`config.mk`:
```
export PLATFORM = sky130hd
export DESIGN_NAME = isa_io_slave
export DESIGN_NICKNAME = d
export VERILOG_FILES = /design/src/rtl/isa_io_pkg.sv /design/src/rtl/isa_io_edge.sv /design/src/rtl/isa_io_ctrl.sv /design/src/rtl/isa_io_dp.sv /design/src/rtl/isa_io_slave.sv
export SDC_FILE = /design/constraint.sdc
export NUM_CORES = 1
export LEC_CHECK = 0
export ABC_AREA = 1
export BUFFER_PORTS_ARGS = -buffer_cell sky130_fd_sc_hd__buf_4
export CORE_ASPECT_RATIO = 0.8
export CORE_UTILIZATION = 23
export CTS_CLUSTER_SIZE = 20
export DETAILED_ROUTE_END_ITERATION = 10
export GPL_TIMING_DRIVEN = 1
export PLACE_DENSITY = 0.49
export SKIP_LAST_GASP = 1
export SLEW_MARGIN = 20
export SYNTH_ARGS = -nofsm -noshare
export SYNTH_HDL_FRONTEND = slang
export SYNTH_SLANG_ARGS = --single-unit
```
`constraint.sdc`:
```
create_clock -name clk -period 5.4 [get_ports clk]
set_clock_uncertainty 0.15 [all_clocks]
set_input_delay 1.08 -clock clk [delete_from_list [all_inputs] [get_ports clk]]
set_output_delay 1.08 -clock clk [all_outputs]
set_load 0.005 [all_outputs]
```
`src/rtl/isa_io_pkg.sv`:
```
package isa_io_pkg;

  // Strobes from control to datapath
  typedef struct packed {
    logic latch;   // capture address and upper-byte-enable
    logic wrLo;    // store low lane
    logic wrHi;    // store high lane
  } dpStrobe_t;

  // Byte lanes in use
  typedef struct packed {
    logic lo;
    logic hi;
  } laneSel_t;

endpackage

```
`src/rtl/isa_io_edge.sv`:
```
module isa_io_edge #(
  parameter logic RESET_VAL = 1'b0
) (
  input  logic clk,
  input  logic rstN,
  input  logic din,
  output logic rise,
  output logic fall
);
  logic prevQ;

  always_ff @(posedge clk or negedge rstN) begin
    if (!rstN) prevQ <= RESET_VAL;
    else       prevQ <= din;
  end

  assign rise = !prevQ && din;
  assign fall = prevQ && !din;
endmodule

```
`src/rtl/isa_io_ctrl.sv`:
```
module isa_io_ctrl
  import isa_io_pkg::*;
#(
  parameter int ADDR_W = 16,
  parameter int REG_COUNT = 8,
  parameter logic [ADDR_W-1:0] BASE_ADDR = 16'h0300,
  localparam int IDX_W = $clog2(REG_COUNT),
  localparam int OFF_W = IDX_W + 1
) (
  input  logic              clk,
  input  logic              rstN,
  input  logic              bale,
  input  logic              aen,
  input  logic              iorN,
  input  logic              iowN,
  input  logic [ADDR_W-1:0] addrHold,
  input  logic              sbheHold,
  output dpStrobe_t         strobe,
  output laneSel_t          rdLane,
  output logic [IDX_W-1:0]  regIdx
);
  logic baleRise, baleFall, iowRise, iowFall;
  logic hit, active;
  laneSel_t lane;

  isa_io_edge #(.RESET_VAL(1'b0)) u_baleEdge (
    .clk(clk), .rstN(rstN), .din(bale), .rise(baleRise), .fall(baleFall)
  );

  isa_io_edge #(.RESET_VAL(1'b1)) u_iowEdge (
    .clk(clk), .rstN(rstN), .din(iowN), .rise(iowRise), .fall(iowFall)
  );

  assign hit    = (addrHold[ADDR_W-1:OFF_W] == BASE_ADDR[ADDR_W-1:OFF_W]);
  assign active = hit && !aen;

  assign lane.lo = !addrHold[0];
  assign lane.hi = !sbheHold;

  assign regIdx = addrHold[OFF_W-1:1];

  always_comb begin
    strobe.latch = baleFall;
    strobe.wrLo  = iowRise && active && lane.lo;
    strobe.wrHi  = iowRise && active && lane.hi;
    rdLane.lo    = !iorN && active && lane.lo;
    rdLane.hi    = !iorN && active && lane.hi;
  end

  logic unusedEdges;
  assign unusedEdges = baleRise ^ iowFall;
endmodule

```
`src/rtl/isa_io_dp.sv`:
```
module isa_io_dp
  import isa_io_pkg::*;
#(
  parameter int ADDR_W = 16,
  parameter int DATA_W = 16,
  parameter int REG_COUNT = 8,
  localparam int IDX_W = $clog2(REG_COUNT),
  localparam int HALF = DATA_W / 2
) (
  input  logic              clk,
  input  logic              rstN,
  input  dpStrobe_t         strobe,
  input  laneSel_t          rdLane,
  input  logic [IDX_W-1:0]  regIdx,
  input  logic [ADDR_W-1:0] sa,
  input  logic              sbheN,
  input  logic [DATA_W-1:0] sdIn,
  output logic [ADDR_W-1:0] addrHold,
  output logic              sbheHold,
  output logic [DATA_W-1:0] sdOut,
  output logic              sdOeLo,
  output logic              sdOeHi
);
  logic [DATA_W-1:0] regView [REG_COUNT];
  logic [DATA_W-1:0] selWord;

  always_ff @(posedge clk or negedge rstN) begin
    if (!rstN) begin
      addrHold <= '0;
      sbheHold <= 1'b1;
    end else if (strobe.latch) begin
      addrHold <= sa;
      sbheHold <= sbheN;
    end
  end

  for (genvar g = 0; g < REG_COUNT; g++) begin : gReg
    logic [DATA_W-1:0] word;
    logic selMe;
    assign selMe = (regIdx == IDX_W'(g));

    always_ff @(posedge clk or negedge rstN) begin
      if (!rstN) begin
        word <= '0;
      end else begin
        if (selMe && strobe.wrLo) word[HALF-1:0]      <= sdIn[HALF-1:0];
        if (selMe && strobe.wrHi) word[DATA_W-1:HALF] <= sdIn[DATA_W-1:HALF];
      end
    end

    assign regView[g] = word;
  end

  assign selWord = regView[regIdx];

  assign sdOut  = {rdLane.hi ? selWord[DATA_W-1:HALF] : {HALF{1'b0}},
                   rdLane.lo ? selWord[HALF-1:0]      : {HALF{1'b0}}};
  assign sdOeLo = rdLane.lo;
  assign sdOeHi = rdLane.hi;
endmodule

```
`src/rtl/isa_io_slave.sv`:
```
module isa_io_slave
  import isa_io_pkg::*;
#(
  parameter int ADDR_W = 16,
  parameter int DATA_W = 16,
  parameter int REG_COUNT = 8,
  parameter logic [ADDR_W-1:0] BASE_ADDR = 16'h0300,
  localparam int IDX_W = $clog2(REG_COUNT)
) (
  input  logic              clk,
  input  logic              rstN,
  input  logic              bale,
  input  logic [ADDR_W-1:0] sa,
  input  logic              aen,
  input  logic              sbheN,
  input  logic              iorN,
  input  logic              iowN,
  input  logic [DATA_W-1:0] sdIn,
  output logic [DATA_W-1:0] sdOut,
  output logic              sdOeLo,
  output logic              sdOeHi
);
  dpStrobe_t         strobe;
  laneSel_t          rdLane;
  logic [IDX_W-1:0]  regIdx;
  logic [ADDR_W-1:0] addrHold;
  logic              sbheHold;

  isa_io_ctrl #(
    .ADDR_W(ADDR_W), .REG_COUNT(REG_COUNT), .BASE_ADDR(BASE_ADDR)
  ) u_ctrl (
    .clk(clk), .rstN(rstN), .bale(bale), .aen(aen), .iorN(iorN), .iowN(iowN),
    .addrHold(addrHold), .sbheHold(sbheHold),
    .strobe(strobe), .rdLane(rdLane), .regIdx(regIdx)
  );

  isa_io_dp #(
    .ADDR_W(ADDR_W), .DATA_W(DATA_W), .REG_COUNT(REG_COUNT)
  ) u_dp (
    .clk(clk), .rstN(rstN), .strobe(strobe), .rdLane(rdLane), .regIdx(regIdx),
    .sa(sa), .sbheN(sbheN), .sdIn(sdIn),
    .addrHold(addrHold), .sbheHold(sbheHold),
    .sdOut(sdOut), .sdOeLo(sdOeLo), .sdOeHi(sdOeHi)
  );
endmodule

```
==> run summary <==
The worst setup path is captured at an output pin. The violation count after the first detailed-route iteration was 562; the overall overflow remaining after global route was 0. After layout, the minimum clock period comes to 3861 ps. The clock tree buffer depth is 2. Cells fill 27.58% of the core in the end. Entering global routing, the biggest net connects 100 pins. The library cell used most frequently in the layout, excluding fill and tap cells, is sky130_fd_sc_hd__nand2_1. For this design, the CTS-stage hold fixing added 0 buffers. The run gives 0 as the number of violations of the max-capacitance limit.

The tools report the die area as 0.03355 sq mm. Across all hold checks on the routed design, the worst slack comes to 321.2 ps. The run gives 1539 ps as the worst setup slack after layout. The logs give 147 for the clock sink count and 4.563 nW for the leakage power figure.

The run gives 17 as the number of buffers created by CTS. The run finished with clean final reports. The number of setup buffers added after CTS is 0. The top cell types in the final layout, fill and taps aside, are sky130_fd_sc_hd__nand2_1 (345), sky130_fd_sc_hd__nor2_1 (164), sky130_fd_sc_hd__dfrtp_1 (144). The tools report the final net count as 1043. In this run the critical register-to-register path is launched from u_dp.addrHold[2]. The routed via count was 6553; the endpoint required time on the critical path was 4170 ps. Highest cell delay on the worst timing path: 310 ps.

At the later pin of the worst-skew pair, clock insertion delay measures 430 ps. Traced cell by cell, the critical path runs through buf_4 -> nor2_1 -> nand3_1 -> nor2_4 -> buf_4 -> nand3_2 -> nor2_1 -> buf_4. The run gives 0 as the Yosys warning count.

The critical path is of the in -> out type. The floorplan step set the die height to 164.0 microns. The first detailed-routing pass took 6 iterations. Compared with the post-synthesis result, the final layout area differs by 16.43%. In this run the worst setup path begins at aen. Synthesis produced a netlist with a net count of 1020.

The number of I/O port buffers is 56, and the area of all placed cells without fillers is 0.008787 sq mm. The placed instances occupy a cell area of 0.008188 sq mm. The reg-to-reg endpoint is u_dp.gReg[0].word[6]. The worst slack at placement was 1544 ps; the diode insertion count for antenna repair was 0.

The kind of cell with the highest combined delay along the critical path is simple AND/OR/NAND/NOR gates. The number of global-route vias before repair was 6513; the post-synthesis instance area was 0.007547 sq mm. The tools report the HPWL reported at the end of detailed placement as 14020 microns.

The aggregate negative setup slack is 0 ps. The layout cell share with drive strength beyond 1 works out to 13.86%. Of the synthesized area, sequential elements account for 48.77%.

Routability-driven placement finished with a final weighted congestion of 0.7376. The antenna violation net count after detailed routing is 0. The global-route wire length before repair came out at 37950 microns. Setup violations remaining at the end of the flow were counted as 0. After clock tree synthesis, the clock-pin slew on the worst setup and hold paths is 60 ps. Counting cells, the worst reg-to-reg path comes to 7. Row generation in the floorplan step produced 58 rows.

Based on the critical path, the design can be clocked at up to 259.0 MHz. For the pin with the worst max-slew slack, the measured transition is 1010 ps. In this run the tightest slew margin relative to its limit is 32.51%. Initial cell density of the core: 23.69%. The largest individual stage delay along the critical path comes from the cell sky130_fd_sc_hd__buf_4. Setup repair after global routing left no endpoint under its margin. The count of buffering cells on the critical path with inverters included is 3, and the number of H-tree levels is 4. The overall track demand over capacity in global routing is 14.94%, and the minimum setup slack among reg-to-reg paths is 2200 ps. The routed design has 23570 microns of wire. Following the worst setup path forward leads to its endpoint at sdOut[12]. The number of placed instances, taps included, is 1405.

The core region is 0.03186 sq mm. The tree is rooted in a sky130_fd_sc_hd__clkbuf_16. The number of synthesized register bits works out to 147. The initial antenna violation count was 0.

After detailed routing, the number of remaining DRC violations is 0. In the synthesized netlist, the number of instances is 981. Dividing the detail-routed via count by the number of cells gives 4.560. TritonCTS built the clock tree. The number of cells in the finished layout apart from fillers is 1437, and the unique cell type count in the Yosys netlist is 20. The final-report max-slew violation count came out at 0. The die is 204.5 microns wide.

Dividing the detail-routed wire length by the instance count gives 16.40 microns. In this run the power density over the cells is 315.6 mW/mm^2. The worst setup path is launched from an input pin. The largest fanout of any net on the critical path works out to 12. The worst-case IR drop observed on VDD is 0.1775 mV. The run gives 57 as the total I/O pin count. The class of the tightest hold or removal check was reg -> reg.

The number of logic stages on the critical path including buffering was 8; the post-cts resize count was 0. The ratio of final minimum period to clock period is 71.50%, and the arrival time of the worst setup path is 2630 ps. Overall power consumption after layout is estimated at 2.773 mW. In this design, the critical path's most frequently occurring cell is sky130_fd_sc_hd__buf_4. The total count of hold-check failures in the final report was 0; the mean instance size in the synthesized netlist was 7.693 sq um.
==> cells in the mapped netlist <==
| cell | count | area (sq um) |
|---|---|---|
| sky130_fd_sc_hd__o21ai_0 | 64 | 320.3 |
| sky130_fd_sc_hd__nor2_4 | 12 | 135.1 |
| sky130_fd_sc_hd__inv_2 | 7 | 26.28 |
| sky130_fd_sc_hd__buf_2 | 38 | 190.2 |
| sky130_fd_sc_hd__dfstp_2 | 2 | 52.55 |
| sky130_fd_sc_hd__mux2_2 | 6 | 67.56 |
| sky130_fd_sc_hd__buf_8 | 1 | 15.01 |
| sky130_fd_sc_hd__nand3_2 | 3 | 30.03 |
| sky130_fd_sc_hd__nand3_1 | 130 | 650.6 |
| sky130_fd_sc_hd__inv_1 | 10 | 37.54 |
| sky130_fd_sc_hd__nand4_4 | 8 | 170.2 |
| sky130_fd_sc_hd__dfrtp_1 | 145 | 3628 |
| sky130_fd_sc_hd__nand2_1 | 345 | 1295 |
| sky130_fd_sc_hd__nand2_2 | 2 | 12.51 |
| sky130_fd_sc_hd__clkbuf_1 | 11 | 41.29 |
| sky130_fd_sc_hd__a21oi_1 | 11 | 55.05 |
| sky130_fd_sc_hd__buf_4 | 1 | 7.510 |
| sky130_fd_sc_hd__nand4_1 | 8 | 50.05 |
| sky130_fd_sc_hd__buf_6 | 13 | 146.4 |
| sky130_fd_sc_hd__nor2_1 | 164 | 615.6 |
==> tightest hold or removal path: stages, from the launching register on <==
cell                      delay (ps)
sky130_fd_sc_hd__dfrtp_1         340
sky130_fd_sc_hd__nand2_1          60
sky130_fd_sc_hd__nand2_1          50
==> layout make-up <==
| class | count | area [sq um] |
|---|---|---|
| flip-flops and latches | 147 | 3682 |
| fillers | 3483 | 23070 |
| inverters | 17 | 63.81 |
| clock inverters | 9 | 101.3 |
| well taps | 420 | 525.5 |
| repair buffers | 68 | 514.2 |
| clock buffers | 23 | 498.0 |
| multi-input cells | 753 | 3402 |
==> worst min-delay path by stage <==
stage                                     start               endpoint  slack (ps)  cells after the start
after global placement    u_dp.gReg[6].word[12]  u_dp.gReg[6].word[12]         300                      2
after floorplan           u_dp.gReg[0].word[14]  u_dp.gReg[0].word[14]         290                      2
after global routing      u_dp.gReg[2].word[14]  u_dp.gReg[2].word[14]         330                      2
after CTS                  u_dp.gReg[4].word[2]   u_dp.gReg[4].word[2]         320                      2
after detailed placement  u_dp.gReg[2].word[11]  u_dp.gReg[2].word[11]         310                      2
final                      u_dp.gReg[6].word[8]   u_dp.gReg[6].word[8]         320                      2
==> flip-flops by register name (all words and copies together) (netlist names) <==
name,flops
u_ctrl.u_iowEdge.prevQ,1
u_dp.addrHold,16
u_dp.sbheHold,1
u_dp.gReg.word,128
u_ctrl.u_baleEdge.prevQ,1
==> power breakdown <==
group | leakage (nW) | switching (mW) | internal [mW]
sequential | 2.00 | 0.00983 | 1.12
clock | 0.299 | 0.482 | 0.739
combinational | 2.26 | 0.310 | 0.112
==> logic make-up after synthesis <==
| logic type | after synthesis | synth area share, % |
|---|---|---|
| AND/OR/NAND/NOR | 672 | 39.21 |
| flip-flops | 147 | 48.77 |
| buffers and inverters | 81 | 6.151 |
| AO/OA/AOI/OAI | 75 | 4.973 |
| multiplexers | 6 | 0.8952 |
==> metal layers <==
| layer | vias up | part of all wire, % | track usage [%] |
|---|---|---|---|
| li1 | 3191 | - | - |
| met1 | 3145 | 49 | 20.98 |
| met2 | 193 | 44 | 23.02 |
| met3 | 24 | 5.1 | 3.056 |
| met4 | 0 | 1.7 | 4.376 |
| met5 | - | 0 | 0 |
(Power assumes the default switching activity.)
